--- config.mk ---
export PLATFORM = sky130hd
export DESIGN_NAME = pwm_shared_timer
export DESIGN_NICKNAME = d
export VERILOG_FILES = /design/src/rtl/pwmt_pkg.sv /design/src/rtl/pwmt_timebase.sv /design/src/rtl/pwmt_channel.sv /design/src/rtl/pwm_shared_timer.sv
export SDC_FILE = /design/constraint.sdc
export NUM_CORES = 1
export LEC_CHECK = 0
export BUFFER_PORTS_ARGS = -buffer_cell sky130_fd_sc_hd__buf_2
export CAP_MARGIN = 5
export CORE_MARGIN = 2
export CORE_UTILIZATION = 30
export CTS_CLUSTER_SIZE = 24
export DETAILED_ROUTE_END_ITERATION = 8
export PLACE_DENSITY = 0.46
export SLEW_MARGIN = 10
export SYNTH_ARGS = -nofsm -noshare
export SYNTH_HDL_FRONTEND = slang
export SYNTH_SLANG_ARGS = --single-unit
--- constraint.sdc ---
create_clock -name clk -period 3.2 [get_ports clk]
set_input_delay 0.32 -clock clk [delete_from_list [all_inputs] [get_ports clk]]
set_output_delay 0.32 -clock clk [all_outputs]
set_load 0.005 [all_outputs]
--- src/rtl/pwmt_pkg.sv ---
package pwmt_pkg;

    // Register byte offsets; software decodes these, so they are fixed.
    localparam int OFS_PARAM   = 'h04;
    localparam int OFS_GLOBAL  = 'h08;
    localparam int OFS_SC      = 'h10;
    localparam int OFS_CNT     = 'h14;
    localparam int OFS_MOD     = 'h18;
    localparam int OFS_CH_BASE = 'h20;
    localparam int CH_STRIDE   = 8;
    localparam int CH_CMP_OFS  = 4;

    typedef enum logic [1:0] {
        SEL_OFF  = 2'b00,
        SEL_INV  = 2'b01,
        SEL_NORM = 2'b10,
        SEL_RSVD = 2'b11
    } out_sel_e;

    typedef enum logic [1:0] {
        RUN_STOP = 2'b00,
        RUN_PCLK = 2'b01,
        RUN_RSV2 = 2'b10,
        RUN_RSV3 = 2'b11
    } run_mode_e;

    typedef struct packed {
        logic     flag;
        logic     mode_b;
        logic     mode_a;
        out_sel_e sel;
    } ch_ctrl_t;

    function automatic int ctrl_addr(input int n);
        return OFS_CH_BASE + CH_STRIDE * n;
    endfunction

    function automatic int cmp_addr(input int n);
        return OFS_CH_BASE + CH_STRIDE * n + CH_CMP_OFS;
    endfunction

    // Output level for a select code given whether the count is below compare.
    function automatic logic drive_level(input out_sel_e sel, input logic below);
        case (sel)
            SEL_NORM: return below;
            SEL_INV:  return ~below;
            default:  return 1'b0;
        endcase
    endfunction

    function automatic logic [7:0] pack_ctrl(input ch_ctrl_t c);
        return {c.flag, 1'b0, c.mode_b, c.mode_a, c.sel, 2'b00};
    endfunction

endpackage

--- src/rtl/pwmt_timebase.sv ---
module pwmt_timebase
    import pwmt_pkg::*;
#(
    parameter int CNT_W = 16,
    parameter int PS_W  = 3
) (
    input  logic             clk,
    input  logic             rst,
    input  logic             run_i,
    input  logic [PS_W-1:0]  ps_i,
    input  logic             cnt_clr_i,
    input  logic             mod_we_i,
    input  logic [CNT_W-1:0] mod_wdata_i,
    output logic [CNT_W-1:0] cnt_o,
    output logic [CNT_W-1:0] mod_o,
    output logic             tick_o,
    output logic             wrap_o
);

    localparam int PRE_W = (1 << PS_W) - 1;

    logic [PRE_W-1:0] pre_q;
    logic [PRE_W-1:0] pre_lim;
    logic [CNT_W-1:0] cnt_q;
    logic [CNT_W-1:0] mod_act_q;
    logic [CNT_W-1:0] mod_buf_q;

    // Terminal prescaler value is 2^PS - 1: a run of PS low ones.
    always_comb begin
        for (int i = 0; i < PRE_W; i++) begin
            pre_lim[i] = (i < int'(ps_i));
        end
    end

    // >= keeps the divider safe if PS is lowered mid-count.
    assign tick_o = run_i && (pre_q >= pre_lim);
    // >= also recovers when the limit was lowered below the count while stopped.
    assign wrap_o = tick_o && (cnt_q >= mod_act_q);

    always_ff @(posedge clk) begin
        if (rst) begin
            pre_q     <= '0;
            cnt_q     <= '0;
            mod_act_q <= '0;
            mod_buf_q <= '0;
        end else begin
            if (cnt_clr_i) begin
                pre_q <= '0;
                cnt_q <= '0;
            end else if (tick_o) begin
                pre_q <= '0;
                cnt_q <= wrap_o ? '0 : cnt_q + CNT_W'(1);
            end else if (run_i) begin
                pre_q <= pre_q + PRE_W'(1);
            end

            if (mod_we_i) begin
                mod_buf_q <= mod_wdata_i;
            end
            if (mod_we_i && !run_i) begin
                mod_act_q <= mod_wdata_i;
            end else if (wrap_o) begin
                mod_act_q <= mod_we_i ? mod_wdata_i : mod_buf_q;
            end
        end
    end

    assign cnt_o = cnt_q;
    assign mod_o = mod_act_q;


    stop_hold_chk: assert property (@(posedge clk) disable iff (rst)
        (!run_i && !cnt_clr_i) |=> $stable(cnt_q));

    wrap_zero_chk: assert property (@(posedge clk) disable iff (rst)
        wrap_o |=> (cnt_q == '0));

    cnt_clear_chk: assert property (@(posedge clk) disable iff (rst)
        cnt_clr_i |=> (cnt_q == '0 && pre_q == '0));

    mod_direct_chk: assert property (@(posedge clk) disable iff (rst)
        (mod_we_i && !run_i) |=> (mod_act_q == $past(mod_wdata_i)));

    mod_hold_chk: assert property (@(posedge clk) disable iff (rst)
        (run_i && !wrap_o) |=> $stable(mod_act_q));

endmodule

--- src/rtl/pwmt_channel.sv ---
module pwmt_channel
    import pwmt_pkg::*;
#(
    parameter int CNT_W = 16
) (
    input  logic             clk,
    input  logic             rst,
    input  logic             run_i,
    input  logic             tick_i,
    input  logic             wrap_i,
    input  logic [CNT_W-1:0] cnt_i,
    input  logic             ctrl_we_i,
    input  logic [7:0]       ctrl_wdata_i,
    input  logic             cmp_we_i,
    input  logic [CNT_W-1:0] cmp_wdata_i,
    output ch_ctrl_t         ctrl_o,
    output logic [CNT_W-1:0] cmp_o,
    output logic             pwm_o
);

    ch_ctrl_t         ctrl_q;
    logic [CNT_W-1:0] cmp_act_q;
    logic [CNT_W-1:0] cmp_buf_q;
    logic             hit;
    logic             flag_clr;
    logic             unused_ctrl_bits;

    assign unused_ctrl_bits = ^{ctrl_wdata_i[6], ctrl_wdata_i[1:0]};
    assign hit      = tick_i && (cnt_i == cmp_act_q);
    assign flag_clr = ctrl_we_i && ctrl_wdata_i[7];

    always_ff @(posedge clk) begin
        if (rst) begin
            ctrl_q    <= '0;
            cmp_act_q <= '0;
            cmp_buf_q <= '0;
        end else begin
            if (ctrl_we_i) begin
                ctrl_q.sel    <= out_sel_e'(ctrl_wdata_i[3:2]);
                ctrl_q.mode_a <= ctrl_wdata_i[4];
                ctrl_q.mode_b <= ctrl_wdata_i[5];
            end
            if (hit) begin
                ctrl_q.flag <= 1'b1;
            end else if (flag_clr) begin
                ctrl_q.flag <= 1'b0;
            end

            if (cmp_we_i) begin
                cmp_buf_q <= cmp_wdata_i;
            end
            if (cmp_we_i && !run_i) begin
                cmp_act_q <= cmp_wdata_i;
            end else if (wrap_i) begin
                cmp_act_q <= cmp_we_i ? cmp_wdata_i : cmp_buf_q;
            end
        end
    end

    // Output decoded straight from flops: select acts on the writing edge.
    assign pwm_o  = drive_level(ctrl_q.sel, cnt_i < cmp_act_q);
    assign ctrl_o = ctrl_q;
    assign cmp_o  = cmp_act_q;


    cmp_hold_chk: assert property (@(posedge clk) disable iff (rst)
        (run_i && !wrap_i) |=> $stable(cmp_act_q));

    sel_off_now_chk: assert property (@(posedge clk) disable iff (rst)
        (ctrl_we_i && (ctrl_wdata_i[3:2] == 2'b00 || ctrl_wdata_i[3:2] == 2'b11))
        |=> !pwm_o);

    flag_set_chk: assert property (@(posedge clk) disable iff (rst)
        hit |=> ctrl_q.flag);

endmodule

--- src/rtl/pwm_shared_timer.sv ---
module pwm_shared_timer
    import pwmt_pkg::*;
#(
    parameter int NUM_CH = 4,
    parameter int CNT_W  = 16,
    parameter int PS_W   = 3,
    parameter int ADDR_W = 8
) (
    input  logic              clk,
    input  logic              rst,
    input  logic [ADDR_W-1:0] addr_i,
    input  logic              wr_en_i,
    input  logic [31:0]       wr_data_i,
    output logic [31:0]       rd_data_o,
    output logic [NUM_CH-1:0] pwm_o
);

    localparam int DATA_W = 32;

    logic [PS_W-1:0]  ps_q;
    run_mode_e        mode_q;
    logic             run;
    logic             sc_we;
    logic             cnt_we;
    logic             mod_we;
    logic [CNT_W-1:0] cnt;
    logic [CNT_W-1:0] mod_act;
    logic             tick;
    logic             wrap;
    logic             unused_wdata;

    ch_ctrl_t         ch_ctrl [NUM_CH];
    logic [CNT_W-1:0] ch_cmp  [NUM_CH];

    assign unused_wdata = ^wr_data_i[DATA_W-1:CNT_W];

    assign sc_we  = wr_en_i && (addr_i == ADDR_W'(OFS_SC));
    assign cnt_we = wr_en_i && (addr_i == ADDR_W'(OFS_CNT));
    assign mod_we = wr_en_i && (addr_i == ADDR_W'(OFS_MOD));
    assign run    = (mode_q == RUN_PCLK);

    always_ff @(posedge clk) begin
        if (rst) begin
            ps_q   <= '0;
            mode_q <= RUN_STOP;
        end else if (sc_we) begin
            ps_q   <= wr_data_i[PS_W-1:0];
            mode_q <= run_mode_e'(wr_data_i[4:3]);
        end
    end

    pwmt_timebase #(
        .CNT_W (CNT_W),
        .PS_W  (PS_W)
    ) u_timebase (
        .clk         (clk),
        .rst         (rst),
        .run_i       (run),
        .ps_i        (ps_q),
        .cnt_clr_i   (cnt_we),
        .mod_we_i    (mod_we),
        .mod_wdata_i (wr_data_i[CNT_W-1:0]),
        .cnt_o       (cnt),
        .mod_o       (mod_act),
        .tick_o      (tick),
        .wrap_o      (wrap)
    );

    for (genvar n = 0; n < NUM_CH; n++) begin : g_ch
        logic ctrl_we;
        logic cmp_we;

        assign ctrl_we = wr_en_i && (addr_i == ADDR_W'(ctrl_addr(n)));
        assign cmp_we  = wr_en_i && (addr_i == ADDR_W'(cmp_addr(n)));

        pwmt_channel #(
            .CNT_W (CNT_W)
        ) u_ch (
            .clk          (clk),
            .rst          (rst),
            .run_i        (run),
            .tick_i       (tick),
            .wrap_i       (wrap),
            .cnt_i        (cnt),
            .ctrl_we_i    (ctrl_we),
            .ctrl_wdata_i (wr_data_i[7:0]),
            .cmp_we_i     (cmp_we),
            .cmp_wdata_i  (wr_data_i[CNT_W-1:0]),
            .ctrl_o       (ch_ctrl[n]),
            .cmp_o        (ch_cmp[n]),
            .pwm_o        (pwm_o[n])
        );
    end

    always_comb begin
        rd_data_o = '0;
        if (addr_i == ADDR_W'(OFS_PARAM)) begin
            rd_data_o[7:0] = 8'(NUM_CH);
        end else if (addr_i == ADDR_W'(OFS_SC)) begin
            rd_data_o[PS_W-1:0] = ps_q;
            rd_data_o[4:3]      = mode_q;
        end else if (addr_i == ADDR_W'(OFS_CNT)) begin
            rd_data_o[CNT_W-1:0] = cnt;
        end else if (addr_i == ADDR_W'(OFS_MOD)) begin
            rd_data_o[CNT_W-1:0] = mod_act;
        end
        for (int n = 0; n < NUM_CH; n++) begin
            if (addr_i == ADDR_W'(ctrl_addr(n))) begin
                rd_data_o[7:0] = pack_ctrl(ch_ctrl[n]);
            end
            if (addr_i == ADDR_W'(cmp_addr(n))) begin
                rd_data_o[CNT_W-1:0] = ch_cmp[n];
            end
        end
    end


    reset_low_chk: assert property (@(posedge clk)
        rst |=> (pwm_o == '0));

endmodule

After elaboration in Yosys (flattened, before gate mapping)
Cells that the tools add are included.

Add/subtract/negate cells: 2. $lt $le $gt $ge: 13. Eq/ne operators: 25. Mux-type cells: 45. Bitwise logic cells: 4. Reductions and logical operators: 38.

Operator list (count): two-way mux 16 bit (24); == test 16 bit (4); == test 8 x 6 -> 1 bit, second input constant (8); < comparator 16 bit (4); two-way mux 8 bit (6); logical AND 1 bit (26); == test 8 x 5 -> 1 bit, second input constant (3); two-way mux 11 bit (2); nonzero test 2 bit (9); adder 16 x 1 -> 16 bit, second input constant (1); >= comparator 16 bit (1); == test 2 x 1 -> 1 bit, second input constant (5); < comparator 3 bit, first input constant (3); == test 2 bit, second input constant (4); == test 8 x 3 -> 1 bit, second input constant (1); two-way mux 1 bit (8); one-hot mux 1 bit (2 select lines) (4); adder 7 x 1 -> 7 bit, second input constant (1); >= comparator 7 bit (1); < comparator 1 x 3 -> 1 bit, first input constant (2); < comparator 2 x 3 -> 1 bit, first input constant (2); two-way mux 5 bit (1); NOT 1 bit (4); OR reduction 3 bit (1); 2 further kinds (2).

Register bits after elaboration: 208. Input port bits: 43.

Longest topological paths before layout
Depth after elaboration: 16. Mapped depth: 12. Mapped depth without buffers: 8.

Hierarchy
From an unflattened synthesis, not the netlist that was laid out.

Cells, all modules: 1294. Area, all modules: 11220.8 µm².

Modules (own cells, without submodules): pwmt_channel (times used 4, cells each 184, area each 1697.9 µm²); pwmt_timebase (times used 1, cells each 305, area each 2812.7 µm²); pwm_shared_timer (times used 1, cells each 253, area each 1616.6 µm²).

Worst setup path before layout
No wires, ideal clock.

Path type: register to register. Start: register ps_q[2]. End: register g_ch[1].u_ch.cmp_act_q[10]. Arrival time: 2.782 ns. Slack: 0.297 ns. Stages on the path, launching flop included: 12. Buffers on the path: 3. Cells stage by stage: dfxtp_1 > clkbuf_1 > o21ai_0 > ha_1 > a21o_1 > a211o_1 > a41oi_2 > a2111oi_4 > buf_6 > a211oi_4 > buf_6 > mux2_4.

Cells in the longest elaborated chain, start to end: 5. Elaborated cells on any way between the ends: 11. Those cells by class: 8 x order compare; 3 x reduce/logical.

RTL lines: start: declaration (line pwm_shared_timer.sv:20) `logic [PS_W-1:0] ps_q;`; start signal: assignment (line pwm_shared_timer.sv:47) `ps_q <= wr_data_i[PS_W-1:0];`; < comparator 1 x 3 -> 1 bit, or another cell as far along (line pwmt_timebase.sv:31) `pre_lim[i] = (i < int'(ps_i));`; >= comparator 7 bit * (line pwmt_timebase.sv:36) `assign tick_o = run_i && (pre_q >= pre_lim);`; logical AND 1 bit * (line pwmt_timebase.sv:36); logical AND 1 bit * (line pwmt_timebase.sv:38) `assign wrap_o = tick_o && (cnt_q >= mod_act_q);`; nonzero test 2 bit (no source line) *; end signal: assignment (line pwmt_channel.sv:53) `cmp_act_q <= cmp_wdata_i;`; end signal: assignment (line pwmt_channel.sv:55) `cmp_act_q <= cmp_we_i ? cmp_wdata_i : cmp_buf_q;`; end: declaration (line pwmt_channel.sv:22) `logic [CNT_W-1:0] cmp_act_q;`.

Every way passes the cells marked *; elsewhere a longest branch is shown, timed or not. A chain may end at the register's enable or synchronous reset.

Worst setup path in the final report
Start: register u_timebase.cnt_q[11], in the netlist u_timebase.cnt_o[11]. End: output pwm_o[3].

Cells in the longest elaborated chain, start to end: 3.

RTL lines: start: declaration (line pwmt_timebase.sv:24) `logic [CNT_W-1:0] cnt_q;`; start signal: assignment (line pwmt_timebase.sv:52) `cnt_q <= wrap_o ? '0 : cnt_q + CNT_W'(1);`; < comparator 16 bit * (line pwmt_channel.sv:61) `assign pwm_o = drive_level(ctrl_q.sel, cnt_i < cmp_act_q);`; NOT 1 bit (line pwmt_pkg.sv:46) `SEL_INV: return ~below;`; one-hot mux 1 bit (2 select lines) * (line pwmt_pkg.sv:44) `case (sel)`; end: declaration (line pwm_shared_timer.sv:15) `output logic [NUM_CH-1:0] pwm_o`.

Marked as above.

==> results.py <==
metrics = {
    "flow_run": {
        "cap_violations": 0,
    },
    "floorplanning": {
        "die_area_sq_mm": 0.0394,
        "coreArea_sq_mm": 0.0375,
        "start_util_pct": 30.3,
        "die_w_um": 198,
        "num_rows": 71,
        "io_pins": 79,
        "die_h_um": 198,
    },
    "sta": {
        "finalHoldViolCount": 0,
        "tns_ns": 0,
        "fmax_ghz": 0.327,
        "slew_headroom_pct": 54.5,
        "setup_violations": 0,
        "fin_crit_ns": 3.06,
        "timing.final.crit_share_pct": 95.5,
        "rsz0062_at_grt": "false",
        "hold_ws_ns": 0.132,
        "clock_skew_ns": 0.0156,
        "slew_viol_final": 0,
        "worst_pin_slew_ns": 0.682,
    },
    "power_and_ir_drop": {
        "p_per_area_mw_per_mm2": 457,
        "ir_worst_vdd_mv": 0.437,
        "total_power_mw": 6.07,
        "power.leakage_nw": 4.94,
    },
    "clock_network": {
        "cts_buffer_depth": 3,
        "clkLatencyLatePin_ns": 0.54,
        "cts.sinks": 208,
        "numCtsBuffers": 26,
        "cts-root-buf": "clkbuf_16",
        "cts_tree": "yes",
        "holdBufCountCts": 0,
        "cts.reportedPaths.clkPinSlew_ns": 0.05,
        "htreeDepth": 1,
    },
    "worst_setup_path": {
        "critical_path_arrival_ns": 2.74,
        "criticalPathCategory": "reg -> out",
        "cp-start-kind": "register",
        "setup.worst_path.end_class": "output pin",
        "r2r_slack_ns": 0.25,
        "crit_fanout": 9,
        "cp_data_required_time_ns": 2.88,
        "slowest_stage": "a32oi_1",
        "cp_cell_sequence": "buf_4 > ha_1 > nand4_1 > nor2_1 > o21a_1 > o22ai_1 > a32oi_1 > mux2i_1 > buf_2",
        "path_buf_inv": 2,
        "crit_family": "compound AO/OA/AOI/OAI gates",
        "critical-path-max-stage-delay_ns": 0.41,
        "reg2reg_from": "ps_q[1]",
        "rr_worst_depth": 10,
        "r2r-end": "g_ch[1].u_ch.cmp_o[15]",
    },
    "final_layout": {
        "drive_above_1_share_pct": 13.7,
        "fin_area_sq_mm": 0.0133,
        "instances_no_fill": 1933,
        "final_nets": 1534,
        "area_growth_pct": 16.9,
    },
    "route": {
        "drt-vias-per-instance": 5.04,
        "wire_per_inst_um": 19.0,
        "drt_iter0_markers": 604,
        "via_count": 9747,
        "drt_pre_antenna_iters": 6,
        "drc": 0,
        "wl_mm": 36.7,
        "antenna_left": 0,
    },
    "global_route": {
        "gr-usage-all-layers_pct": 18.7,
        "antenna_found_initial": 0,
        "grt_pass1_wl_mm": 56.3,
        "grt-ovfl-total": 0,
        "grt_pass1_vias": 9292,
        "grt_max_degree": 57,
    },
    "synthesis": {
        "yosys_warnings": 0,
        "synth_top_cell_area_share_pct": 36.7,
        "synth-edff-count": 0,
        "seq_area_frac_synth_pct": 36.7,
        "synth_area_leaders": "dfxtp_1, ha_1, mux2i_1",
        "synth_flop_cell": "dfxtp_1",
        "syn-cell-area_sq_mm": 0.0113,
        "ys_ff_latch": 208,
        "avgSynthCellArea_sq_um": 8.35,
        "syn_inst": 1359,
        "synth-async-reset-ratio_pct": 0,
        "ys_types": 69,
        "synth_area_leader_cell": "dfxtp_1",
    },
    "place": {
        "dp.final_hpwl_mm": 27.2,
        "routabilityCongestion": 0.859,
        "post-place-cells": 1885,
        "io_buffers": 46,
        "dpl_cell_area_sq_mm": 0.0123,
    },
    "hold_path": {
        "hold_depth": 3,
        "hold_end": "g_ch[1].u_ch.cmp_buf_q[6]",
        "hold_start": "wr_data_i[6]",
        "hp-class": "in -> reg",
    },
    "status": {
        "status": "complete, no violations",
    },
}
==> flip-flops by register name, summed over array words and instances, names as in the netlist <==
| signal | count |
|---|---|
| ps_q | 3 |
| mode_q | 2 |
| g_ch.u_ch.ctrl_o | 20 |
| u_timebase.cnt_o | 16 |
| u_timebase.mod_buf_q | 16 |
| u_timebase.pre_q | 7 |
| g_ch.u_ch.cmp_o | 64 |
| g_ch.u_ch.cmp_buf_q | 64 |
| u_timebase.mod_o | 16 |
==> layout make-up <==
cell class | instances | area, sq um
diodes | 1 | 2.50
inverters | 93 | 349
clock buffers | 31 | 711
repair buffers | 110 | 779
fillers | 3992 | 24200
well taps | 511 | 639
clock inverters | 16 | 239
multi-input cells | 963 | 6370
flip-flops and latches | 208 | 4170
==> worst max-delay path by stage <==
stage / slack [ns] / start / cells past startpoint / endpoint
floorplan: 0.30 / ps_q[2] / 11 / g_ch[1].u_ch.cmp_o[10]
global placement: 0.24 / ps_q[1] / 10 / g_ch[1].u_ch.cmp_o[15]
detailed placement: 0.23 / ps_q[1] / 10 / g_ch[1].u_ch.cmp_o[2]
CTS: 0.02 / u_timebase.cnt_o[13] / 8 / pwm_o[1]
global route: 0.02 / u_timebase.cnt_o[3] / 9 / pwm_o[0]
finish: 0.14 / u_timebase.cnt_o[11] / 9 / pwm_o[3]
==> metrics by stage <==
step | setup slack, ns | util, %
2_1_floorplan | 0.297 | -
3_3_place_gp | 0.243 | 32.8
3_5_place_dp | 0.226 | 32.8
4_1_cts | 0.0247 | 35.3
5_1_grt | 0.0226 | 35.4
6_report | 0.143 | 35.4
==> cell families (layout without fill, tap and decap cells) <==
kind of cell / count (synthesis) / after routing / share of synthesized area, %
AND/OR/NAND/NOR: 444 / 444 / 18.0
other: 1 / 17 / 0.0331
multiplexers: 84 / 84 / 7.93
flip-flops: 208 / 208 / 36.7
XOR/XNOR: 20 / 20 / 1.54
buffers and inverters: 203 / 250 / 7.93
adder cells (fa/ha/maj): 89 / 89 / 9.82
AO/OA/AOI/OAI: 310 / 310 / 18.0
==> layer usage <==
metal / routed length [um] / GRT usage, %
met1: 17600 / 26.5
met2: 16900 / 30.8
met3: 1470 / 1.92
met4: 703 / 4.04
met5: 0 / 0
==> power by group <==
part / total (mW) / leakage (nW) / internal (mW) / switching (mW)
registers: 2.60 / 1.68 / 2.59 / 0.00263
clock network: 3.24 / 0.466 / 2.06 / 1.18
logic: 0.226 / 2.79 / 0.0579 / 0.168
total: 6.07 / 4.94 / 4.71 / 1.35
==> cell usage after synthesis (3+ instances only) <==
cell type  instances
xnor2_1           17
buf_1              4
nor4_1             5
o21ai_1            3
buf_2             20
nand2_1          125
nor2_1           137
dfxtp_1          208
inv_1             93
a21o_1             5
mux2_2             7
and4_1             4
o211ai_1          15
xor2_1             3
nand3b_1           3
nor2b_1            7
clkbuf_1          59
ha_1              89
o41ai_1           15
nor3_1            67
a2111oi_0          6
nand2b_1          13
nand4_1           16
and3_1             7
o21ai_0           51
buf_6              3
a21oi_1           96
and2_1             3
buf_4             24
a211oi_1          55
mux2i_1           67
mux2_4            10
o221ai_1           5
a32oi_1            5
a31oi_1            4
o22ai_1            6
nand3_1           39
a22oi_1           20
o21a_1             5
==> worst register-to-register path, cell delays in order, from the launching register on <==
cell	delay, ns
dfxtp_1	0.45
o21ai_0	0.12
ha_1	0.31
a21o_1	0.18
a211o_1	0.29
a41oi_2	0.38
a2111oi_4	0.07
buf_12	0.19
a211oi_4	0.27
buf_12	0.21
mux2_2	0.36
==> cell usage in the layout, fill, tap and decap left out, types with 4 or more instances in the layout <==
cell / count
and3_1: 7
mux2_2: 7
buf_4: 59
o21ai_0: 51
clkinv_2: 7
a21oi_1: 96
o41ai_1: 15
o22ai_1: 5
a211oi_1: 55
o21a_1: 5
mux2i_1: 67
mux2_4: 10
ha_1: 89
nor2b_1: 7
a22oi_1: 20
nand2b_1: 13
inv_1: 93
clkbuf_16: 27
buf_2: 45
nor3_1: 67
nand2_1: 125
dfxtp_2: 4
xnor2_1: 17
a31oi_1: 4
o211ai_1: 15
and4_1: 4
o221ai_1: 5
nor2_1: 137
bufinv_16: 6
conb_1: 16
nand4_1: 16
dfxtp_1: 204
a21o_1: 5
nand3_1: 39
a32oi_1: 5
buf_12: 5
==> what timing repair did <==
action / 4_1_cts / 5_1_grt
setup endpoints to repair: 2 / 4
buffers inserted: 0 / 0
pin swaps: 0 / 0
hold endpoints to repair: 0 / 0
gates resized for setup: 4 / 7
Power figures use the tool's default switching activity.
